===== config.mk =====
export PLATFORM = sky130hd
export DESIGN_NAME = wdt_prescaled
export DESIGN_NICKNAME = d
export VERILOG_FILES = /design/src/rtl/wdt_pkg.sv /design/src/rtl/wdt_regs.sv /design/src/rtl/wdt_prescaler.sv /design/src/rtl/wdt_core.sv /design/src/rtl/wdt_prescaled.sv
export SDC_FILE = /design/constraint.sdc
export NUM_CORES = 1
export LEC_CHECK = 0
export ABC_AREA = 1
export CAP_MARGIN = 25
export CORE_UTILIZATION = 55
export DETAILED_ROUTE_END_ITERATION = 8
export HOLD_SLACK_MARGIN = 0.02
export MAX_ROUTING_LAYER = met4
export PLACE_DENSITY = 0.78
export SETUP_SLACK_MARGIN = 0.4
export SYNTH_ARGS = -nofsm -noshare
export SYNTH_HDL_FRONTEND = slang
export SYNTH_HIERARCHICAL = 1
export SYNTH_SLANG_ARGS = --single-unit

===== constraint.sdc =====
create_clock -name clk -period 5.4 [get_ports clk]
set_clock_uncertainty 0.15 [all_clocks]
set_input_delay 1.08 -clock clk [delete_from_list [all_inputs] [get_ports clk]]
set_output_delay 1.08 -clock clk [all_outputs]
set_load 0.05 [all_outputs]

===== src/rtl/wdt_pkg.sv =====
package wdt_pkg;
    typedef enum logic [1:0] {
        ST_OFF   = 2'd0,
        ST_RUN   = 2'd1,
        ST_BITE  = 2'd2,
        ST_SPENT = 2'd3
    } wdt_state_t;

    typedef struct packed {
        logic [2:0] div;
        logic [2:0] src;
    } wdt_ctl_t;

    localparam logic [1:0] IDX_LIMIT = 2'd0;
    localparam logic [1:0] IDX_EN    = 2'd1;
    localparam logic [1:0] IDX_COUNT = 2'd2;
    localparam logic [1:0] IDX_CTL   = 2'd3;
endpackage


===== src/rtl/wdt_regs.sv =====
module wdt_regs
    import wdt_pkg::*;
#(
    parameter int CNT_W = 16,
    localparam int LANES = CNT_W / 8
) (
    input  logic             clk,
    input  logic             rst_n,
    input  logic [1:0]       bus_addr,
    input  logic             bus_we,
    input  logic [LANES-1:0] bus_strb,
    input  logic [CNT_W-1:0] bus_wdata,
    output logic [CNT_W-1:0] bus_rdata,
    input  logic [CNT_W-1:0] cnt_i,
    output logic [CNT_W-1:0] limit_q,
    output logic             en_q,
    output wdt_ctl_t         ctl_q,
    output logic             ctl_wr,
    output logic             cnt_wr,
    output logic [CNT_W-1:0] cnt_wval
);
    logic [CNT_W-1:0] limit_merged;
    logic [CNT_W-1:0] cnt_merged;
    logic             lim_wr;
    logic             en_wr;

    // Per-lane merge of write data over current register contents
    for (genvar g = 0; g < LANES; g++) begin : g_lane
        assign limit_merged[g*8 +: 8] = bus_strb[g] ? bus_wdata[g*8 +: 8] : limit_q[g*8 +: 8];
        assign cnt_merged[g*8 +: 8]   = bus_strb[g] ? bus_wdata[g*8 +: 8] : cnt_i[g*8 +: 8];
    end

    assign lim_wr   = bus_we && (bus_addr == IDX_LIMIT) && (|bus_strb);
    assign en_wr    = bus_we && (bus_addr == IDX_EN) && bus_strb[0];
    assign ctl_wr   = bus_we && (bus_addr == IDX_CTL) && bus_strb[0];
    assign cnt_wr   = bus_we && (bus_addr == IDX_COUNT) && (|bus_strb);
    assign cnt_wval = cnt_merged;

    always_ff @(posedge clk or negedge rst_n) begin
        if (!rst_n) begin
            limit_q <= '0;
            en_q    <= 1'b0;
            ctl_q   <= '0;
        end else begin
            if (lim_wr) limit_q <= limit_merged;
            if (en_wr)  en_q    <= bus_wdata[0];
            if (ctl_wr) ctl_q   <= bus_wdata[5:0];
        end
    end

    always_comb begin
        bus_rdata = '0;
        unique case (bus_addr)
            IDX_LIMIT: bus_rdata = limit_q;
            IDX_EN:    bus_rdata[0] = en_q;
            IDX_COUNT: bus_rdata = cnt_i;
            IDX_CTL:   bus_rdata[5:0] = ctl_q;
        endcase
    end
endmodule


===== src/rtl/wdt_prescaler.sv =====
module wdt_prescaler
    import wdt_pkg::*;
#(
    parameter int MAX_CODE = 5,
    localparam int PRE_W = 2 * MAX_CODE
) (
    input  logic     clk,
    input  logic     rst_n,
    input  logic     clr,
    input  wdt_ctl_t ctl,
    input  logic     tick_sys,
    input  logic     tick_rtc,
    input  logic     tick_ext,
    output logic     pre_tick
);
    logic             sel_tick;
    logic [PRE_W-1:0] pcnt;
    logic [PRE_W-1:0] limit;
    logic [2:0]       eff_code;

    // Lowest-numbered selected source wins
    always_comb begin
        if (ctl.src[0])      sel_tick = tick_sys;
        else if (ctl.src[1]) sel_tick = tick_rtc;
        else if (ctl.src[2]) sel_tick = tick_ext;
        else                 sel_tick = 1'b0;
    end

    assign eff_code = (int'(ctl.div) > MAX_CODE) ? 3'(MAX_CODE) : ctl.div;
    assign limit    = PRE_W'((PRE_W+1)'(1) << (2 * eff_code)) - PRE_W'(1);
    assign pre_tick = sel_tick && (pcnt == limit);

    always_ff @(posedge clk or negedge rst_n) begin
        if (!rst_n)        pcnt <= '0;
        else if (clr)      pcnt <= '0;
        else if (sel_tick) pcnt <= pre_tick ? '0 : pcnt + PRE_W'(1);
    end
endmodule


===== src/rtl/wdt_core.sv =====
module wdt_core
    import wdt_pkg::*;
#(
    parameter int CNT_W = 16
) (
    input  logic             clk,
    input  logic             rst_n,
    input  logic             en,
    input  logic             pre_tick,
    input  logic [CNT_W-1:0] limit,
    input  logic             cnt_wr,
    input  logic [CNT_W-1:0] cnt_wval,
    output logic [CNT_W-1:0] cnt_q,
    output logic             wdt_rst_o
);
    wdt_state_t state_q, state_d;
    logic       at_limit;
    logic       may_count;

    assign at_limit  = (cnt_q == limit);
    assign may_count = en && ((state_q == ST_OFF) || (state_q == ST_RUN));

    always_ff @(posedge clk or negedge rst_n) begin
        if (!rst_n) state_q <= ST_OFF;
        else        state_q <= state_d;
    end

    always_comb begin
        state_d = state_q;
        unique case (state_q)
            ST_OFF:   if (en) state_d = ST_RUN;
            ST_RUN: begin
                if (!en)          state_d = ST_OFF;
                else if (cnt_wr)  state_d = ST_RUN;
                else if (at_limit) state_d = ST_BITE;
            end
            ST_BITE: begin
                if (!en)         state_d = ST_OFF;
                else if (cnt_wr) state_d = ST_RUN;
                else             state_d = ST_SPENT;
            end
            ST_SPENT: begin
                if (!en)         state_d = ST_OFF;
                else if (cnt_wr) state_d = ST_RUN;
            end
        endcase
    end

    always_ff @(posedge clk or negedge rst_n) begin
        if (!rst_n)
            cnt_q <= '0;
        else if (cnt_wr)
            cnt_q <= cnt_wval;
        else if (may_count && pre_tick && !at_limit)
            cnt_q <= cnt_q + CNT_W'(1);
    end

    always_comb begin
        wdt_rst_o = (state_q == ST_BITE);
    end
endmodule


===== src/rtl/wdt_prescaled.sv =====
module wdt_prescaled
    import wdt_pkg::*;
#(
    parameter int CNT_W    = 16,
    parameter int MAX_CODE = 5,
    localparam int LANES   = CNT_W / 8
) (
    input  logic             clk,
    input  logic             rst_n,
    input  logic [1:0]       bus_addr,
    input  logic             bus_we,
    input  logic [LANES-1:0] bus_strb,
    input  logic [CNT_W-1:0] bus_wdata,
    output logic [CNT_W-1:0] bus_rdata,
    input  logic             tick_sys,
    input  logic             tick_rtc,
    input  logic             tick_ext,
    output logic             wdt_rst_o
);
    logic [CNT_W-1:0] cnt_q;
    logic [CNT_W-1:0] limit_q;
    logic [CNT_W-1:0] cnt_wval;
    logic             en_q;
    logic             ctl_wr;
    logic             cnt_wr;
    logic             pre_tick;
    wdt_ctl_t         ctl_q;

    wdt_regs #(.CNT_W(CNT_W)) u_regs (
        .clk       (clk),
        .rst_n     (rst_n),
        .bus_addr  (bus_addr),
        .bus_we    (bus_we),
        .bus_strb  (bus_strb),
        .bus_wdata (bus_wdata),
        .bus_rdata (bus_rdata),
        .cnt_i     (cnt_q),
        .limit_q   (limit_q),
        .en_q      (en_q),
        .ctl_q     (ctl_q),
        .ctl_wr    (ctl_wr),
        .cnt_wr    (cnt_wr),
        .cnt_wval  (cnt_wval)
    );

    wdt_prescaler #(.MAX_CODE(MAX_CODE)) u_pre (
        .clk      (clk),
        .rst_n    (rst_n),
        .clr      (!en_q || ctl_wr),
        .ctl      (ctl_q),
        .tick_sys (tick_sys),
        .tick_rtc (tick_rtc),
        .tick_ext (tick_ext),
        .pre_tick (pre_tick)
    );

    wdt_core #(.CNT_W(CNT_W)) u_core (
        .clk       (clk),
        .rst_n     (rst_n),
        .en        (en_q),
        .pre_tick  (pre_tick),
        .limit     (limit_q),
        .cnt_wr    (cnt_wr),
        .cnt_wval  (cnt_wval),
        .cnt_q     (cnt_q),
        .wdt_rst_o (wdt_rst_o)
    );
endmodule


==> results by group, run 1 <==
Run status
  – Outcome: finished, final reports clean

Drt
  – Drt drc: 0
  – Total Routed Length: a little over 10000 um
  – Total number of vias: around 4000
  – Initial DRC count: between 300 and 400
  – Vias/cell: roughly 5.3
  – Routed wire length per instance: 13.4 um
  – Pre-antenna DRT Iters: 7
  – Antenna Nets Post-Route: 0

Synthesis
  – Synth Instances: ~630
  – Top FF cell, synth: dfrtp_1
  – Yosys warning count: 6
  – Net Count, Synth: about 660
  – Synth area leader: dfrtp_1
  – Share of the yosys chip area belonging to registers: 32.1%
  – Ys async rst share: 100%
  – Netlist cell types: 30
  – Mean Syn Cell Area: 6.27 um^2
  – #FFs+latches synth: 51
  – Post-synth EDFFs: 0
  – Most common library cells after synthesis: nand2_1, inv_1, nand3_1
  – Synth top area share: 32.1%
  – Syn Std Cell Area: about 4000 um^2
  – Largest cells by area after synthesis: dfrtp_1, nand2_1, nand3_1
  – Most frequent cell after synthesis: nand2_1

Critical path
  – Max FO, Critical Path: 28
  – Crit path kind: input port to output port
  – Reg-to-reg endpoint: u_core/cnt_q[2]
  – Max stage delay on crit path: between 0.8 and 0.9 ns
  – Most frequent CP cell: clkdlybuf4s50_1
  – Worst r2r path cells: 16
  – Buf/Inv on CP: 2
  – Worst R2R Start: u_regs/ctl_q[4]
  – Cell family with most CP delay: buffers and inverters
  – CP Data Required Time: roughly 4.2 ns
  – CP startpoint kind: input port
  – Crit. End Element: output port
  – Critical path, cell by cell: clkdlybuf4s50_1, nor2_4, nand2_1, o21ai_2, clkdlybuf4s50_1
  – Worst path slowest cell: clkdlybuf4s50_1
  – Data arrival, critical path: 3.44 ns
  – R2r setup slk: about 2.7 ns

Run
  – Max Cap Violations: 0

Layout
  – Sequential Area: approximately 1300 um^2
  – Nets: approximately 700
  – Diode count: 0
  – Layout overhead on the synthesized area: 13.3%
  – Fill count: ~640
  – Fraction of layout cells with a size suffix above 1: between 10% and 20%
  – Multi-input gate area: roughly 2300 um^2

CTS
  – Postcts setup bufs: 0
  – Clk Latency, worst-skew pair: approximately 0.3 ns
  – # H-tree levels: 2
  – Post-cts resize count: 0
  – TritonCTS Buffers: 5
  – Clock Sinks: between 50 and 60
  – CTS Root Buffer Type: clkbuf_8
  – Max clock buf depth: 2
  – Reg clk slew, reported paths: ~0.1 ns
  – CTS tree: done
  – CTS Hold Bufs: 0

Min path
  – Hold path depth: 2
  – Hold Startpoint: u_pre/pcnt[7]
  – Hold Path End: u_pre/pcnt[7]
  – HP Class: flip-flop to flip-flop

Global routing
  – Initial antenna violation count: 0
  – First-pass GRT wire length: between 15000 and 20000 um
  – Gr usage total: ~30%
  – Largest net degree at the start of global routing: 52
  – Vias in the first global route: around 3700
  – GRT overflow: 0

Timing
  – Setup tns final: 0 ns
  – Worst Max-Slew Pin Slew: ~0.7 ns
  – Max Slew Vio Count: 0
  – Final worst setup slack: slightly above 0.7 ns
  – Highest clock rate: between 200 and 250 MHz
  – Unrepaired setup endpoints after global routing: false
  – Tcrit/Tclk final: between 80% and 90%
  – Tmin final: about 4.7 ns
  – Final setup fails: 0
  – Relative slew slack: 53.3%
  – Hold Fails Final Rpt: 0

Placement
  – Hpwl dp: roughly 7300 um
  – IO buf count: 42
  – RD Place Congestion: roughly 0.90
  – Post-placement setup slack: roughly 0.73 ns

Floorplan
  – Die span in y: 87.0 um
  – Full die area: ~7600 um^2
  – FP Rows: 30
  – Starting density of the core: approximately 58%
  – Core area: about 6900 um^2
  – IO Count: 43
  – Die width: 87.0 um

Power
  – P per Cell Area: 309 nW/um^2
  – LEAKAGE: about 2.2 nW
  – Max VDD drop: 0.208 mV
-- report_power, final --
part / leakage (nW) / internal, mW / switching, mW
Clock: 0.0412 / 0.0911 / 0.133
Sequential: 0.666 / 0.456 / 0.128
Combinational: 1.48 / 0.214 / 0.369
Total: 2.19 / 0.762 / 0.629
-- flip-flops by register name, summed over array words and instances (netlist names) --
register	count
u_regs/ctl_q	6
u_core/state_q	2
u_pre/pcnt	10
u_core/cnt_q	16
u_regs/en_q	1
u_regs/limit_q	16
-- worst min-delay path, cell delays in order (launching register included) --
cell,delay (ns)
dfrtp_1,0.38
nand2_1,0.06
nand2_1,0.06
-- how the worst max path moves through the flow --
stage                     start            end  slack [ns]  cells past startpoint
floorplan           bus_addr[0]  bus_rdata[15]        1.62                      4
CTS                 bus_addr[0]  bus_rdata[14]        0.73                      5
detailed placement  bus_addr[0]  bus_rdata[14]        0.73                      5
finish              bus_addr[0]  bus_rdata[14]        0.73                      5
global route        bus_addr[0]   bus_rdata[5]        0.59                      5
global placement    bus_addr[0]   bus_rdata[3]        0.84                      5
-- kinds of logic (layout without fill, tap and decap cells) --
group / after synthesis / after routing / synth area share, %
buf+inv: 103 / 138 / 10.8
xor+xnor: 13 / 13 / 2.87
flops: 51 / 51 / 32.1
fa+ha+maj: 3 / 3 / 0.945
simple gates: 400 / 400 / 43.4
compound gates: 63 / 63 / 9.89
-- placed cells by master (no fill, tap or decap), types with 3 or more instances in the layout --
cell type / netlist / routed
nand3_1: 53 / 53
inv_1: 67 / 67
clkdlybuf4s50_1: 0 / 41
nand4_1: 6 / 6
o21ai_0: 27 / 27
nor2_1: 48 / 48
nand2_4: 3 / 3
o21ai_1: 7 / 7
nor2_2: 11 / 11
clkbuf_8: 0 / 5
dfrtp_1: 51 / 51
nand2_2: 8 / 8
o211ai_1: 5 / 5
a21oi_1: 6 / 6
nor2_4: 5 / 5
ha_1: 3 / 3
nand2_1: 256 / 256
nor3_1: 7 / 7
inv_2: 17 / 17
xor2_1: 12 / 12
o21ai_2: 16 / 16
-- per-stage QoR --
step	power, mW	instance area [um^2]	cells	util, %	hold slack [ns]
CTS	1.39	4500	764	65.5	0.370
global route	1.50	4500	764	65.5	0.428
detailed placement	1.17	4420	756	64.3	0.345
global placement	1.15	4420	756	64.3	0.347
floorplan	1.00	3970	633	-	0.321
finish	1.39	4500	764	65.5	0.376
-- per-layer routing --
| metal | GRT usage, % | vias up | wire (um) |
|---|---|---|---|
| li1 | - | 2026 | - |
| met1 | 37.7 | 1874 | 4520 |
| met2 | 51.0 | 116 | 4920 |
| met3 | 3.22 | 15 | 585 |
| met4 | 8.03 | 0 | 184 |
| met5 | - | - | 0 |
-- area by class of cell --
cell class,count,area share (%)
tap,96,2.67
timing repair buffer,44,9.56
inverter,86,7.17
clock inverter,2,0.278
multi-input combinational,479,50.3
sequential,51,28.4
clock buffer,6,1.61
No activity file was read; power rests on OpenSTA's default activity.
==> inputs of run 2 (changes only) <==
Settings changed: PLACE_DENSITY 0.78 to 0.76.
==> run 2 against run 1 <==
Against the previous run: die area stayed put; global-route usage shrank 0.90 points; register-to-register slack barely moved; worst hold slack improved by 0.0030 ns; total power grew 4.0%; critical path depth is the same; combinational power fell by 0.7%; critical path type unchanged; critical endpoint is now bus_rdata[3].
==> results by group, run 2 (synthesis results as in run 1) <==
Power
  – Clock Power Share: 19.4% (+3.3 points)
  – LEAKAGE: 2.20 nW (+0.62%)
  – Tot Pwr: 1.45 mW (+4.0%)
  – Sw Ratio: 44.0% (-1.2 points)
  – Comb power frac: 40.0% (-1.9 points)
  – Max VDD drop: 0.173 mV (-17%)
  – Sw Pwr: 637 uW (+1.2%)
  – Int Pwr: 810 uW (+6.3%)
  – Seq pwr share: 40.5% (-1.5 points)
  – P per Cell Area: 319 nW/um^2 (+3.3%)

CTS
  – # H-tree levels: 2 (unchanged)
  – Clk Latency, worst-skew pair: 0.31 ns (about the same)
  – CTS tree: done
  – CTS Hold Bufs: 0 (unchanged)
  – Post-cts resize count: 0 (unchanged)
  – Clock Sinks: 51 (unchanged)
  – Max clock buf depth: 2 (unchanged)
  – Reg clk slew, reported paths: 0.10 ns (about the same)
  – CTS Root Buffer Type: clkbuf_8
  – Postcts setup bufs: 0 (unchanged)
  – TritonCTS Buffers: 5 (unchanged)

Critical path
  – Worst Setup EP: bus_rdata[3]
  – Crit. End Element: output port
  – Beginning of the critical path: bus_addr[0]
  – Worst R2R Start: u_regs/ctl_q[4]
  – Max stage delay on crit path: 0.83 ns (+0.02 ns)
  – CP startpoint kind: input port
  – Critical path, cell by cell: clkdlybuf4s50_1, nor2_4, nand2_1, o211ai_1, clkdlybuf4s50_1
  – Worst path slowest cell: clkdlybuf4s50_1
  – Reg-to-reg endpoint: u_core/cnt_q[0]
  – Worst r2r path cells: 16 (unchanged)
  – R2r setup slk: 2.70 ns (about the same)
  – Data arrival, critical path: 3.40 ns (-0.04 ns)
  – CP Data Required Time: 4.17 ns (about the same)
  – Crit path kind: input port to output port
  – Most frequent CP cell: clkdlybuf4s50_1
  – Max FO, Critical Path: 28 (unchanged)

Global routing
  – Largest net degree at the start of global routing: 52 (unchanged)
  – Initial antenna violation count: 0 (unchanged)
  – Vias in the first global route: 3672 (-1.7%)
  – First-pass GRT wire length: 16800 um (-2.5%)
  – GRT overflow: 0 (unchanged)
  – Gr usage total: 28.9% (-0.90 points)

Min path
  – HP Class: flip-flop to flip-flop

Floorplan
  – Die span in y: 87.0 um (unchanged)
  – IO Count: 43 (unchanged)
  – Core area: 6870 um^2 (unchanged)
  – Die width: 87.0 um (unchanged)
  – Starting density of the core: 57.8% (unchanged)
  – Full die area: 7560 um^2 (unchanged)
  – FP Rows: 30 (unchanged)

Placement
  – Hpwl dp: 7280 um (-0.15%)
  – RD Place Congestion: 0.880 (-2.4%)
  – Dpl cell area: 4420 um^2 (unchanged)
  – IO buf count: 42 (unchanged)

Drt
  – Total number of vias: 4011 (-0.50%)
  – Routed wire length per instance: 13.1 um (-2.3%)
  – Pre-antenna DRT Iters: 5 (-2)
  – Drt drc: 0 (unchanged)
  – Antenna Nets Post-Route: 0 (unchanged)
  – Total Routed Length: 9980 um (-2.3%)
  – Vias/cell: 5.25 (-0.50%)
  – Initial DRC count: 260 (-18%)

Layout
  – Most frequent cells in the layout: nand2_1, inv_1, nand3_1
  – Diode count: 0 (unchanged)
  – Nets: 696 (unchanged)
  – Regs by FF count: u_core/cnt_q (16), u_regs/limit_q (16), u_pre/pcnt (10)
  – Post-route design area: 4530 um^2 (+0.67%)
  – Most common cell after layout, fill and taps aside: nand2_1
  – Fraction of layout cells with a size suffix above 1: 11.1% (+0.15 points)
  – Layout overhead on the synthesized area: 14.1%

Timing
  – Tcrit/Tclk final: 85.8% (-0.77 points)
  – Relative slew slack: 53.4% (+0.14 points)
  – Tmin final: 4.63 ns (-0.0413 ns)
  – Hold Fails Final Rpt: 0 (unchanged)
  – Setup tns final: 0 ns (unchanged)
  – Max Slew Vio Count: 0 (unchanged)
  – Worst hold slack: 0.379 ns (+0.00299 ns)
  – Highest clock rate: 216 MHz (+0.89%)
  – Worst Max-Slew Pin Slew: 0.697 ns (-0.00202 ns)
  – Final setup fails: 0 (unchanged)
  – Unrepaired setup endpoints after global routing: false

Run status
  – Outcome: finished, final reports clean

Run
  – Max Cap Violations: 0 (unchanged)
[run 2: changes by cell type in the layout (fill, tap and decap cells not counted), sizes merged]
cell | before | now
bufinv | 0 | 1
clkbuf | 6 | 5
clkinv | 3 | 2
inv | 84 | 85
[run 2: power groups by stage]
stage	registers (mW)	logic, mW	clock network [mW]
final	0.586	0.579	0.281
after CTS	0.584	0.576	0.285
after floorplan	0.547	0.455	0
after global placement	0.588	0.558	0
after global routing	0.600	0.653	0.303
after detailed placement	0.591	0.572	0
[run 2: how the worst min path moves through the flow]
stage                               end  cells after the start           from  slack [ns]
after floorplan           u_pre/pcnt[7]                      2  u_pre/pcnt[7]        0.32
after global placement    u_pre/pcnt[7]                      2  u_pre/pcnt[7]        0.35
after detailed placement  u_pre/pcnt[7]                      2  u_pre/pcnt[7]        0.36
after CTS                 u_pre/pcnt[7]                      2  u_pre/pcnt[7]        0.38
after global routing      u_pre/pcnt[7]                      2  u_pre/pcnt[7]        0.40
final                     u_pre/pcnt[7]                      2  u_pre/pcnt[7]        0.38
[run 2: worst max-delay path, delay by kind of cell]
family | cells | cell delay [ns]
AOI/OAI and AO/OA | 1 | 0.12
buffers and inverters | 2 | 1.43
and+or+nand+nor | 2 | 0.76
[run 2: area by class of cell]
type                       count  area, um^2
clock inverter                 3        46.3
fill                         642        2340
timing repair buffer          44         430
inverter                      86         323
tap                           96         120
multi-input combinational    479        2270
sequential                    51        1280
clock buffer                   5        68.8
[run 2: per-layer routing]
metal / global-route usage, % / vias up / wire length [um]
li1: - / 2036 / -
met1: 36.4 / 1840 / 4420
met2: 49.9 / 116 / 4890
met3: 2.75 / 19 / 481
met4: 7.73 / 0 / 184
met5: - / - / 0
[run 2: metrics by stage]
| step | setup WS, ns | util [%] | cells |
|---|---|---|---|
| 6_report | 0.768 | 66.0 | 764 |
| 2_1_floorplan | 1.62 | - | 633 |
| 3_3_place_gp | 0.840 | 64.3 | 756 |
| 5_1_grt | 0.638 | 66.0 | 764 |
| 3_5_place_dp | 0.762 | 64.3 | 756 |
| 4_1_cts | 0.766 | 66.0 | 764 |
==> inputs of run 3 (changes only) <==
Settings changed: HOLD_SLACK_MARGIN 0.02 to not set.
Clock period 5.4 ns to 5.65 ns, I/O delays scaled along.
==> run 3 against run 2 <==
Against the previous run: register-to-register slack improved by 0.26 ns; critical path depth unchanged; worst hold slack got worse by 0.0050 ns; first-iteration DRC count decreased by 4.6%; clock power decreased by 6%; combinational power decreased by 4.8%; wire length decreased by 0.61%; clock-buffer cell count unchanged; non-clock buffer count unchanged; critical endpoint unchanged; highest routed layer unchanged.
==> results by group, run 3 (synthesis results as in run 1) <==
CTS
  – # H-tree levels: 2 (unchanged)
  – Clock Sinks: 51 (unchanged)
  – Clk Latency, worst-skew pair: 0.31 ns (about the same)
  – Postcts setup bufs: 0 (unchanged)
  – CTS Root Buffer Type: clkbuf_8
  – TritonCTS Buffers: 5 (unchanged)
  – CTS Hold Bufs: 0 (unchanged)
  – Max clock buf depth: 2 (unchanged)
  – CTS tree: done
  – Post-cts resize count: 0 (unchanged)
  – Reg clk slew, reported paths: 0.10 ns (about the same)

Global routing
  – First-pass GRT wire length: 16900 um (+0.58%)
  – Vias in the first global route: 3743 (+1.9%)
  – Gr usage total: 29.5% (+0.56 points)
  – Largest net degree at the start of global routing: 52 (unchanged)
  – GRT overflow: 0 (unchanged)
  – Initial antenna violation count: 0 (unchanged)

Placement
  – Dpl cell area: 4420 um^2 (unchanged)
  – Hpwl dp: 7290 um (+0.11%)
  – IO buf count: 42 (unchanged)
  – Post-placement setup slack: 0.883 ns (+0.121 ns)
  – RD Place Congestion: 0.884 (+0.45%)

Power
  – P per Cell Area: 304 nW/um^2 (-4.8%)
  – Seq pwr share: 40.7% (+0.2 points)
  – Max VDD drop: 0.167 mV (-3.3%)
  – Comb power frac: 40.0% (about the same)
  – LEAKAGE: 2.21 nW (+0.15%)
  – Tot Pwr: 1.38 mW (-4.8%)
  – Clock Power Share: 19.3% (about the same)
  – Int Pwr: 772 uW (-4.6%)
  – Sw Pwr: 605 uW (-5.0%)
  – Sw Ratio: 43.9% (-0.10 points)

Layout
  – Most frequent cells in the layout: nand2_1, inv_1, nand3_1
  – Regs by FF count: u_core/cnt_q (16), u_regs/limit_q (16), u_pre/pcnt (10)
  – Layout overhead on the synthesized area: 14.0% (about the same)
  – Post-route design area: 4530 um^2 (about the same)
  – Nets: 696 (unchanged)
  – Fraction of layout cells with a size suffix above 1: 11.1% (unchanged)
  – Diode count: 0 (unchanged)
  – Most common cell after layout, fill and taps aside: nand2_1

Drt
  – Vias/cell: 5.19 (-1.1%)
  – Total Routed Length: 9920 um (-0.61%)
  – Total number of vias: 3968 (-1.1%)
  – Routed wire length per instance: 13.0 um (-0.61%)
  – Initial DRC count: 248 (-4.6%)
  – Pre-antenna DRT Iters: 4 (-1)
  – Drt drc: 0 (unchanged)
  – Antenna Nets Post-Route: 0 (unchanged)

Critical path
  – Buf/Inv on CP: 2 (unchanged)
  – Data arrival, critical path: 3.46 ns (+0.06 ns)
  – Max stage delay on crit path: 0.83 ns (about the same)
  – Most frequent CP cell: clkdlybuf4s50_1
  – Cell family with most CP delay: buffers and inverters
  – Crit path kind: input port to output port
  – CP Data Required Time: 4.37 ns (+0.20 ns)
  – Max FO, Critical Path: 28 (unchanged)
  – CP startpoint kind: input port
  – Critical path, cell by cell: clkdlybuf4s50_1, nor2_4, nand2_1, o211ai_1, clkdlybuf4s50_1
  – Crit. End Element: output port
  – Worst path slowest cell: clkdlybuf4s50_1

Floorplan
  – FP Rows: 30 (unchanged)
  – Die width: 87.0 um (unchanged)
  – Die span in y: 87.0 um (unchanged)
  – Core area: 6870 um^2 (unchanged)
  – IO Count: 43 (unchanged)
  – Starting density of the core: 57.8% (unchanged)
  – Full die area: 7560 um^2 (unchanged)

Timing
  – Worst hold slack: 0.374 ns (-0.00500 ns)
  – Final setup fails: 0 (unchanged)
  – Highest clock rate: roughly 210 MHz
  – Unrepaired setup endpoints after global routing: false
  – Setup tns final: 0 ns (unchanged)
  – Worst Max-Slew Pin Slew: 0.667 ns (-0.0302 ns)
  – Hold Fails Final Rpt: 0 (unchanged)
  – Final worst setup slack: 0.909 ns (+0.141 ns)
  – Max Slew Vio Count: 0 (unchanged)
  – Relative slew slack: 55.4% (+2.0 points)
  – Tmin final: approximately 4.7 ns
  – Tcrit/Tclk final: between 80% and 90%

Run status
  – Outcome: finished, final reports clean

Run
  – Max Cap Violations: 0 (unchanged)

Min path
  – HP Class: flip-flop to flip-flop
run 3: cell types whose count changed in the layout (fill, tap and decap cells not counted):
cell	previous run	this run
clkinvlp_4	1	0
clkinv_4	0	1
inv_6	1	0
clkinv_2	0	1
run 3: power by group through the flow:
stage          Clock, mW  Sequential (mW)  Combinational, mW
2_1_floorplan          0            0.523              0.435
5_1_grt            0.284            0.576              0.626
3_3_place_gp           0            0.562              0.534
3_5_place_dp           0            0.566              0.547
6_report           0.265            0.561              0.551
4_1_cts            0.270            0.559              0.550
run 3: worst reg2reg max path, stage by stage (launching register included):
cell	delay [ns]
dfrtp_1	0.48
nor2_4	0.19
nand2_2	0.08
ha_1	0.30
inv_1	0.04
nand2_1	0.05
nand2_1	0.06
nor2_2	0.15
nand2_2	0.08
nor2_4	0.10
nand3_4	0.12
inv_1	0.07
and3_1	0.20
nand2_4	0.16
nand2_4	0.24
nand2_1	0.10
nand2_1	0.07
run 3: routing by layer:
metal	vias up	global-route usage, %	wire, um	share of wire (%)
li1	2032	-	-	-
met1	1793	36.1	4300	43
met2	116	49.2	4810	48
met3	27	4.55	576	5.8
met4	0	11.1	235	2.4
met5	-	-	0	0
run 3: cell type report:
| class | count | area [um^2] |
|---|---|---|
| fillers | 644 | 2340 |
| multi-input cells | 479 | 2270 |
| flip-flops and latches | 51 | 1280 |
| repair buffers | 44 | 430 |
| inverters | 86 | 323 |
| well taps | 96 | 120 |
| clock buffers | 5 | 68.8 |
| clock inverters | 3 | 43.8 |
run 3: per-stage QoR:
| step | utilization [%] | std cells |
|---|---|---|
| global route | 65.9 | 764 |
| finish | 65.9 | 764 |
| floorplan | - | 633 |
| global placement | 64.3 | 756 |
| CTS | 65.9 | 764 |
| detailed placement | 64.3 | 756 |
run 3: final timing paths:
| check | cells after the start | slack (ns) | startpoint | endpoint |
|---|---|---|---|---|
| min in group asynchronous | 2 | 0.76 | rst_n | u_core/cnt_q[2] |
| max | 5 | 0.91 | bus_addr[0] | bus_rdata[3] |
| max in group asynchronous | 2 | 4.14 | rst_n | u_pre/pcnt[2] |
| max reg2reg | 16 | 2.96 | u_regs/ctl_q[4] | u_core/cnt_q[5] |
| min reg2reg | 2 | 0.37 | u_pre/pcnt[7] | u_pre/pcnt[7] |
| min | 2 | 0.37 | u_pre/pcnt[7] | u_pre/pcnt[7] |
